<file path="config.mk">
export PLATFORM = sky130hd
export DESIGN_NAME = ctx_stack_seq
export DESIGN_NICKNAME = d
export VERILOG_FILES = /design/src/rtl/ctx_stack_pkg.sv /design/src/rtl/ctx_frame_mux.sv /design/src/rtl/ctx_addr_gen.sv /design/src/rtl/ctx_wake_timer.sv /design/src/rtl/ctx_stack_seq.sv
export SDC_FILE = /design/constraint.sdc
export NUM_CORES = 1
export LEC_CHECK = 0
export BUFFER_PORTS_ARGS = -buffer_cell sky130_fd_sc_hd__buf_4
export CAP_MARGIN = 20
export CORE_MARGIN = 2
export CORE_UTILIZATION = 52
export DETAILED_ROUTE_END_ITERATION = 8
export PLACE_DENSITY = 0.84
export SYNTH_ARGS = -nofsm -noshare
export SYNTH_HDL_FRONTEND = slang
export SYNTH_HIERARCHICAL = 1
export SYNTH_SLANG_ARGS = --single-unit
</file>
<file path="constraint.sdc">
create_clock -name clk -period 6 [get_ports clk]
set_input_delay 0.6 -clock clk [delete_from_list [all_inputs] [get_ports clk]]
set_output_delay 0.6 -clock clk [all_outputs]
set_load 0.1 [all_outputs]
</file>
<file path="src/rtl/ctx_stack_pkg.sv">
package ctx_stack_pkg;

    localparam int FRAME_BYTES = 9;
    localparam int IDX_W       = $clog2(FRAME_BYTES);

    typedef enum logic [2:0] {
        ST_IDLE,
        ST_PUSH,
        ST_HOLD,
        ST_PARK,
        ST_RECOVER,
        ST_VEC_HI,
        ST_VEC_LO,
        ST_DONE
    } seq_state_e;

    typedef enum logic {
        ENTRY_IRQ,
        ENTRY_WAIT
    } entry_e;

endpackage

</file>
<file path="src/rtl/ctx_frame_mux.sv">
module ctx_frame_mux #(
    parameter int DATA_W = 8,
    parameter int LANES  = 9,
    parameter int IDX_W  = 4
) (
    input  logic [LANES*DATA_W-1:0] frame_i,
    input  logic [IDX_W-1:0]        idx_i,
    output logic [DATA_W-1:0]       byte_o
);

    logic [DATA_W-1:0] masked [LANES];

    // One AND-OR lane per frame byte, so the select stays a flat OR tree
    for (genvar g = 0; g < LANES; g++) begin : g_lane
        assign masked[g] = (idx_i == IDX_W'(g)) ? frame_i[g*DATA_W +: DATA_W] : '0;
    end

    always_comb begin
        byte_o = '0;
        for (int k = 0; k < LANES; k++) begin
            byte_o = byte_o | masked[k];
        end
    end

endmodule

</file>
<file path="src/rtl/ctx_addr_gen.sv">
module ctx_addr_gen #(
    parameter int ADDR_W = 16,
    parameter int IDX_W  = 4,
    parameter int FRAME  = 9
) (
    input  logic [ADDR_W-1:0] sp_base_i,
    input  logic [IDX_W-1:0]  idx_i,
    input  logic [ADDR_W-1:0] vec_base_i,
    input  logic              vec_sel_i,
    output logic [ADDR_W-1:0] push_addr_o,
    output logic [ADDR_W-1:0] frame_end_o,
    output logic [ADDR_W-1:0] sp_after_o,
    output logic [ADDR_W-1:0] vec_addr_o
);

    assign push_addr_o = sp_base_i - ADDR_W'(idx_i);
    assign frame_end_o = sp_base_i - ADDR_W'(FRAME - 1);
    assign sp_after_o  = sp_base_i - ADDR_W'(FRAME);
    assign vec_addr_o  = vec_base_i + ADDR_W'(vec_sel_i);

endmodule

</file>
<file path="src/rtl/ctx_wake_timer.sv">
module ctx_wake_timer #(
    parameter int CYCLES = 4
) (
    input  logic clk,
    input  logic rst_n,
    input  logic start_i,
    input  logic run_i,
    output logic expire_o
);

    localparam int CNT_W = $clog2(CYCLES + 1);

    logic [CNT_W-1:0] cnt_q;

    always_ff @(posedge clk or negedge rst_n) begin
        if (!rst_n) begin
            cnt_q <= '0;
        end else if (start_i) begin
            cnt_q <= CNT_W'(CYCLES - 1);
        end else if (run_i && cnt_q != '0) begin
            cnt_q <= cnt_q - 1'b1;
        end
    end

    assign expire_o = (cnt_q == '0);


    wake_count_step_chk: assert property (@(posedge clk) disable iff (!rst_n)
        run_i && !start_i && !expire_o |=> cnt_q == $past(cnt_q) - 1'b1);

endmodule

</file>
<file path="src/rtl/ctx_stack_seq.sv">
module ctx_stack_seq
    import ctx_stack_pkg::*;
#(
    parameter int DATA_W      = 8,
    parameter int WAKE_CYCLES = 4
) (
    input  logic                clk,
    input  logic                rst_n,
    input  logic                take_i,
    input  logic                wait_req_i,
    input  logic [2*DATA_W-1:0] pc_i,
    input  logic [2*DATA_W-1:0] iy_i,
    input  logic [2*DATA_W-1:0] ix_i,
    input  logic [DATA_W-1:0]   acc_a_i,
    input  logic [DATA_W-1:0]   acc_b_i,
    input  logic [DATA_W-1:0]   ccr_i,
    input  logic [2*DATA_W-1:0] sp_i,
    input  logic [2*DATA_W-1:0] vec_base_i,
    input  logic [DATA_W-1:0]   rdata_i,
    output logic [2*DATA_W-1:0] addr_o,
    output logic [DATA_W-1:0]   wdata_o,
    output logic                rw_o,
    output logic                cyc_o,
    output logic                busy_o,
    output logic                parked_o,
    output logic [2*DATA_W-1:0] new_pc_o,
    output logic                pc_valid_o,
    output logic [2*DATA_W-1:0] sp_o
);

    localparam int ADDR_W  = 2 * DATA_W;
    localparam int FRAME_W = FRAME_BYTES * DATA_W;
    localparam logic [IDX_W-1:0] LAST_IDX = IDX_W'(FRAME_BYTES - 1);

    seq_state_e          state_q, state_d;
    entry_e              entry_q;
    logic [IDX_W-1:0]    idx_q;
    logic [FRAME_W-1:0]  frame_q;
    logic [ADDR_W-1:0]   sp_base_q;
    logic [ADDR_W-1:0]   vec_q;
    logic [DATA_W-1:0]   vec_hi_q;
    logic [ADDR_W-1:0]   new_pc_q;
    logic [ADDR_W-1:0]   sp_q;

    logic [DATA_W-1:0]   push_byte;
    logic [ADDR_W-1:0]   push_addr, frame_end, sp_after, vec_addr;
    logic                wake_expire;
    logic                idle_accept, park_wake;

    assign idle_accept = (state_q == ST_IDLE) && (take_i || wait_req_i);
    assign park_wake   = (state_q == ST_PARK) && take_i;

    ctx_frame_mux #(
        .DATA_W (DATA_W),
        .LANES  (FRAME_BYTES),
        .IDX_W  (IDX_W)
    ) u_frame_mux (
        .frame_i (frame_q),
        .idx_i   (idx_q),
        .byte_o  (push_byte)
    );

    ctx_addr_gen #(
        .ADDR_W (ADDR_W),
        .IDX_W  (IDX_W),
        .FRAME  (FRAME_BYTES)
    ) u_addr_gen (
        .sp_base_i   (sp_base_q),
        .idx_i       (idx_q),
        .vec_base_i  (vec_q),
        .vec_sel_i   (state_q == ST_VEC_LO),
        .push_addr_o (push_addr),
        .frame_end_o (frame_end),
        .sp_after_o  (sp_after),
        .vec_addr_o  (vec_addr)
    );

    ctx_wake_timer #(
        .CYCLES (WAKE_CYCLES)
    ) u_wake_timer (
        .clk      (clk),
        .rst_n    (rst_n),
        .start_i  (park_wake),
        .run_i    (state_q == ST_RECOVER),
        .expire_o (wake_expire)
    );

    // State register
    always_ff @(posedge clk or negedge rst_n) begin
        if (!rst_n) state_q <= ST_IDLE;
        else        state_q <= state_d;
    end

    // Next-state logic
    always_comb begin
        state_d = state_q;
        unique case (state_q)
            ST_IDLE:    if (take_i || wait_req_i) state_d = ST_PUSH;
            ST_PUSH:    if (idx_q == LAST_IDX)
                            state_d = (entry_q == ENTRY_WAIT) ? ST_PARK : ST_HOLD;
            ST_HOLD:    state_d = ST_VEC_HI;
            ST_PARK:    if (take_i) state_d = ST_RECOVER;
            ST_RECOVER: if (wake_expire) state_d = ST_VEC_HI;
            ST_VEC_HI:  state_d = ST_VEC_LO;
            ST_VEC_LO:  state_d = ST_DONE;
            ST_DONE:    state_d = ST_IDLE;
            default:    state_d = ST_IDLE;
        endcase
    end

    // Captured context and fetched vector
    always_ff @(posedge clk or negedge rst_n) begin
        if (!rst_n) begin
            entry_q   <= ENTRY_IRQ;
            idx_q     <= '0;
            frame_q   <= '0;
            sp_base_q <= '0;
            vec_q     <= '0;
            vec_hi_q  <= '0;
            new_pc_q  <= '0;
            sp_q      <= '0;
        end else begin
            if (idle_accept) begin
                entry_q   <= take_i ? ENTRY_IRQ : ENTRY_WAIT;
                idx_q     <= '0;
                frame_q   <= {ccr_i, acc_a_i, acc_b_i, ix_i, iy_i, pc_i};
                sp_base_q <= sp_i;
                vec_q     <= vec_base_i;
            end
            if (park_wake) begin
                vec_q <= vec_base_i;
            end
            if (state_q == ST_PUSH) begin
                idx_q <= idx_q + 1'b1;
                if (idx_q == LAST_IDX) sp_q <= sp_after;
            end
            if (state_q == ST_VEC_HI) vec_hi_q <= rdata_i;
            if (state_q == ST_VEC_LO) new_pc_q <= {vec_hi_q, rdata_i};
        end
    end

    // Outputs
    always_comb begin
        addr_o     = frame_end;
        wdata_o    = '0;
        rw_o       = 1'b1;
        cyc_o      = 1'b0;
        busy_o     = 1'b1;
        parked_o   = 1'b0;
        pc_valid_o = 1'b0;
        unique case (state_q)
            ST_IDLE:    busy_o = 1'b0;
            ST_PUSH: begin
                addr_o  = push_addr;
                wdata_o = push_byte;
                rw_o    = 1'b0;
                cyc_o   = 1'b1;
            end
            ST_HOLD:    ;
            ST_PARK: begin
                busy_o   = 1'b0;
                parked_o = 1'b1;
            end
            ST_RECOVER: ;
            ST_VEC_HI, ST_VEC_LO: begin
                addr_o = vec_addr;
                cyc_o  = 1'b1;
            end
            ST_DONE:    pc_valid_o = 1'b1;
            default:    busy_o = 1'b0;
        endcase
    end

    assign new_pc_o = new_pc_q;
    assign sp_o     = sp_q;

    // Assertion support: length of the last recovery window
    logic [$clog2(WAKE_CYCLES + 2)-1:0] rec_len_q;
    always_ff @(posedge clk or negedge rst_n) begin
        if (!rst_n)                    rec_len_q <= '0;
        else if (state_q == ST_PARK)   rec_len_q <= '0;
        else if (state_q == ST_RECOVER) rec_len_q <= rec_len_q + 1'b1;
    end


    push_addr_step_chk: assert property (@(posedge clk) disable iff (!rst_n)
        cyc_o && !rw_o && $past(cyc_o && !rw_o) |-> addr_o == $past(addr_o) - 1'b1);


    frame_end_hold_chk: assert property (@(posedge clk) disable iff (!rst_n)
        $past(cyc_o && !rw_o) && !(cyc_o && !rw_o) |-> !cyc_o && addr_o == $past(addr_o));


    vec_pair_chk: assert property (@(posedge clk) disable iff (!rst_n)
        cyc_o && rw_o && $past(cyc_o && rw_o) |-> addr_o == $past(addr_o) + 1'b1);


    new_pc_bytes_chk: assert property (@(posedge clk) disable iff (!rst_n)
        pc_valid_o |-> new_pc_o == {$past(rdata_i, 2), $past(rdata_i, 1)});


    busy_park_excl_chk: assert property (@(posedge clk) disable iff (!rst_n)
        $onehot0({busy_o, parked_o}));


    wake_len_chk: assert property (@(posedge clk) disable iff (!rst_n)
        state_q == ST_VEC_HI && $past(state_q) == ST_RECOVER |-> rec_len_q == WAKE_CYCLES);


    sp_after_chk: assert property (@(posedge clk) disable iff (!rst_n)
        $past(cyc_o && !rw_o) && !(cyc_o && !rw_o) |-> sp_o == $past(addr_o) - 1'b1);


    ignore_busy_chk: assert property (@(posedge clk) disable iff (!rst_n)
        busy_o && (take_i || wait_req_i) |=> sp_base_q == $past(sp_base_q));

endmodule

</file>
# Yosys cells after proc, flatten, opt, wreduce, memory -nomap -nowiden
# Index checks and enable logic that the tools add are counted.
[totals]
inputBits = 116
register_bits = 155
out_inout_bits = 61
word_cells = 88
[classes]
eq_ne = 19
n_bitwise = 8
n_reduce_logical = 16
addsub = 6
n_mux = 29
[ops]
columns = ["cell", "n"]
rows = [
  ["8-bit 2-to-1 mux", 10],
  ["8-bit OR", 8],
  ["16-bit 2-to-1 mux", 2],
  ["16-bit one-hot mux with 2 select lines", 1],
  ["16-bit by 4-bit subtractor with 16-bit output (second input constant)", 2],
  ["3-bit one-hot mux with 8 select lines", 1],
  ["3-bit 2-to-1 mux", 6],
  ["16-bit by 1-bit adder with 16-bit output", 1],
  ["4-bit by 3-bit == test with 1-bit output (second input constant)", 4],
  ["16-bit by 4-bit subtractor with 16-bit output", 1],
  ["3-bit == test (second input constant)", 4],
  ["4-bit by 2-bit == test with 1-bit output (second input constant)", 2],
  ["4-bit 2-to-1 mux", 2],
  ["1-bit 2-to-1 mux", 7],
  ["3-bit by 2-bit == test with 1-bit output (second input constant)", 2],
  ["3-bit zero test", 2],
  ["2-bit != test (second input constant)", 3],
  ["2-bit nonzero test", 3],
  ["4-bit by 1-bit adder with 4-bit output (second input constant)", 1],
  ["4-bit by 1-bit == test with 1-bit output (second input constant)", 1],
  ["4-bit == test (second input constant)", 1],
  ["4-bit zero test", 1],
  ["4-bit AND reduction", 1],
  ["2-bit OR reduction", 2],
  ["8 further kinds", 10],
]

# Depth between registers and ports, before layout
[depth]
word_depth = 11
mapped_depth = 11
mapped_depth_nobuf = 10

# By module
# The synthesis kept the hierarchy.
[modules_own_cells]
columns = ["mod", "seq_area_each_um2", "n_inst", "area_per_inst_um2", "cells_per_inst"]
rows = [
  ["ctx_stack_seq", 3803.6, 1, 6641.4, 452],
  ["ctx_addr_gen", 0.0, 1, 1157.4, 166],
  ["ctx_frame_mux", 0.0, 1, 737.0, 94],
  ["ctx_wake_timer", 75.1, 1, 182.7, 17],
]

# Worst setup path after synthesis
# OpenSTA, ideal clock, no wires.
[synth_path]
path_type = "flip-flop to output port"
from = "reg idx_q[0]"
to = "out addr_o[10]"
t_arrival_ns = 2.571
required_time_ns = 5.400
stages_incl_launch_ff = 10
setup_slack_ns = 2.829
n_path_buf = 0
path_cell_list = "dfrtp_1 > ha_1 > fa_1 > nand2b_1 > a21oi_1 > nor4_1 > xor2_1 > nor3b_1 > o21bai_1 > o221a_2"
[synth_via]
elab_chain_cells = 2
[synth_rtl]
columns = ["item", "line_no", "source"]
rows = [
  ["from (decl)", "ctx_stack_seq.sv:37", "logic [IDX_W-1:0] idx_q;"],
  ["from (signal assigned)", "ctx_stack_seq.sv:134", "idx_q <= idx_q + 1'b1;"],
  ["16-bit by 4-bit subtractor with 16-bit output", "ctx_addr_gen.sv:16", "assign push_addr_o = sp_base_i - ADDR_W'(idx_i);"],
  ["named net push_addr[10]", "ctx_stack_seq.sv:46", "logic [ADDR_W-1:0] push_addr, frame_end, sp_after, vec_addr;"],
  ["16-bit one-hot mux with 2 select lines", "ctx_stack_seq.sv:151", "unique case (state_q)"],
  ["to (decl)", "ctx_stack_seq.sv:20", "output logic [2*DATA_W-1:0] addr_o,"],
]
# The timed path passes the listed nets, and every way through them passes these cells.

# Worst setup path after layout
[layout_path]
from = "reg state_q[2]"
to = "out addr_o[8]"
[layout_via]
elab_chain_cells = 3
elab_cells_between_ends = 6
classes_between = "1 x add/sub; 3 x eq/ne; 1 x mux; 1 x reduce/logical"
[layout_rtl]
columns = ["item", "line_no", "source"]
rows = [
  ["from (decl)", "ctx_stack_seq.sv:35", "seq_state_e state_q, state_d;"],
  ["from (signal assigned)", "ctx_stack_seq.sv:91", "else state_q <= state_d;"],
  ["3-bit == test", "ctx_stack_seq.sv:71", ".vec_sel_i (state_q == ST_VEC_LO),"],
  ["16-bit by 1-bit adder with 16-bit output", "ctx_addr_gen.sv:19", "assign vec_addr_o = vec_base_i + ADDR_W'(vec_sel_i);"],
  ["named net vec_addr[8]", "ctx_stack_seq.sv:46", ""],
  ["16-bit one-hot mux with 2 select lines", "ctx_stack_seq.sv:151", ""],
]
# The timed path passes the listed nets, and every way through them passes these cells.

==> results.yml <==
drt:
  wl_met3_um: 1294
  drt_iter0_markers: 477
  highest_layer: "met4"
  wl_met2_um: 10230
  dr.pass1.iters: 5
  wl_um: 20500
  drc_errors: 0
  vias: 6318
  avgRoutedWirePerCell_um: 18.39
  met1_length_um: 8644
  ant_nets: 0
  vias_per_cell: 5.666
cts:
  cts_hold_buf: 0
  clock_sinks: 155
  cts.clk_slew.worst_paths_ns: 0.07
  numCtsBuffers: 17
  clock_latency_ns: 0.42
  htree_levels: 4
  cts_resized: 0
  postCtsSetupBuffers: 0
  max-clock-path-buffers: 2
  root_buffer: "clkbuf_16"
  cts_tree: "yes"
sta:
  hold_violations: 0
  fin_crit_sh_pct: 71.39
  fin_setup_tns_ns: 0
  finalSetupViolations: 0
  clock.fmax_mhz: 233.5
  finClkSkew_ns: 0.007873
  setup_ws_ns: 1.717
  rsz0062_at_grt: "no"
  max_slew.worst_pin.slew_ns: 0.8822
  finalMaxSlewViolations: 0
  min_period_ns: 4.283
  max_slew_margin_pct: 41.19
synth:
  netlist-cell-type-count: 73
  synth_edf_count: 0
  synthArstFlopShare_pct: 100.0
  yosys_warnings: 6
  syn-num-nets: 859
  ys.flop_type: "dfrtp_1"
  syn_area_um2: 8718
  avgSynthCellArea_um2: 11.96
  ys_seq_area_share_pct: 44.49
  syn_inst: 729
  synth-seq-cells: 155
placed_design:
  hpwl_um: 14570
  numPortBuffers: 176
  place_congestion: 0.8487
  place_ws_ns: 2.141
grt:
  grt_overflow: 0
  grt_pass1_vias: 6306
  grt_pass1_wl_um: 32910
  grt_max_degree: 93
  gr-usage-all-layers_pct: 23.56
  antenna_found_initial: 0
floorplan:
  start_util_pct: 52.95
  ios: 177
  rows: 47
  die_area_um2: 17820
  die_h_um: 133.5
  core-area_um2: 16470
  die_w_um: 133.5
cells_and_area:
  drive_gt1_share_pct: 44.25
  area_growth_pct: 21.93
  diodes: 0
  nets: 1012
setup_path:
  cp-end-kind: "output port"
  cp_max_fo: 30
  startpoint_type: "register"
  critical_path_class: "reg -> out"
  r2r_start: "state_q[2]"
  crit_required_ns: 5.40
  cp-startpoint: "state_q[2]"
  cp_data_arrival_time_ns: 3.68
worst_hold_path:
  hold_path.class: "in -> async"
run_status:
  status: "finished clean"
run:
  drv_cap: 0
==> kinds of logic after synthesis <==
logic type               Yosys count  synth area share, %
adder cells (fa/ha/maj)           14                2.095
flip-flops                       155                44.49
buffers and inverters             69                4.836
multiplexers                     163                21.51
AND/OR/NAND/NOR                  185                12.76
AO/OA/AOI/OAI                     89                8.668
XOR/XNOR                          54                5.640
==> cell usage in the layout, fill, tap and decap left out, drive strengths merged, types with 7 or more instances in the layout <==
cell	synthesis	routed
o221a	16	16
nor2	32	32
buf	35	183
nor3	13	13
nand2	29	29
xor2	30	30
nor3b	21	21
inv	20	26
o21bai	17	17
nor2b	22	22
ha	13	13
xnor2	24	24
nand3	12	12
mux2i	7	7
and3	12	12
mux2	156	156
dfrtp	155	155
nor4	8	8
a22oi	8	8
nand2b	11	11
clkbuf	14	19
==> stage by stage <==
stage	hold WS [ns]	cell area, um2	instances	utilization, %
after detailed placement	0.4742	10030	1083	60.93
after floorplan	0.3044	8718	729	-
after global placement	0.4649	10030	1083	60.93
after CTS	0.2843	10630	1115	64.56
after global routing	0.3224	10630	1115	64.56
final	0.2704	10630	1115	64.56
==> routing by layer <==
metal	GRT usage, %	vias up
met5	0	-
met4	6.738	0
met3	5.365	30
met2	39.98	254
met1	30.39	3091
li1	-	2943
==> path summary, 6_finish.rpt <==
kind,end,slack (ns),cells past startpoint
setup / recovery,addr_o[8],1.72,9
max in group asynchronous,u_wake_timer/cnt_q[1],4.39,2
hold / removal,sp_o[12],0.27,1
hold reg to reg,frame_q[55],0.49,1
setup reg to reg,frame_q[4],3.06,4
min in group clk,frame_q[56],0.39,2
==> cells in the mapped netlist (13+ instances only) <==
| library cell | instances | share of area [%] |
|---|---|---|
| o221a_2 | 16 | 2.1 |
| mux2_2 | 134 | 17 |
| nor2b_1 | 22 | 1.6 |
| nor3b_1 | 19 | 1.6 |
| inv_1 | 19 | 0.82 |
| buf_6 | 14 | 1.8 |
| mux2_4 | 13 | 2.2 |
| nand2_1 | 29 | 1.2 |
| xnor2_1 | 24 | 2.4 |
| clkbuf_1 | 14 | 0.60 |
| nor2_1 | 31 | 1.3 |
| dfrtp_1 | 155 | 44 |
| o21bai_1 | 17 | 1.5 |
| ha_1 | 13 | 1.9 |
| xor2_1 | 29 | 2.9 |
==> area by class of cell <==
class / instances / area (um2)
inverters: 20 / 75.07
clock inverters: 13 / 155.1
repair buffers: 183 / 1378
well taps: 220 / 275.3
fillers: 1298 / 5836
clock buffers: 19 / 442.9
flip-flops and latches: 155 / 3879
multi-input cells: 505 / 4425
==> flip-flops by register name, indices dropped and copies added, names as in the netlist <==
signal and count:
frame_q 72, new_pc_o 16, sp_base_q 16, sp_o 16
vec_q 16, vec_hi_q 8, idx_q 4, state_q 3
u_wake_timer/cnt_q 3, entry_q 1
==> critical path: stages, from the launching register on <==
cell	delay, ns
dfrtp_1	0.92
nand3_2	0.61
inv_1	0.19
ha_1	0.26
ha_1	0.25
and2_1	0.24
nand3_1	0.11
xnor2_1	0.19
o221a_2	0.20
buf_4	0.28
Power is left out: the tool's default activity adds up to more than one toggle a clock period on the data nets, which glitch-free logic cannot reach.
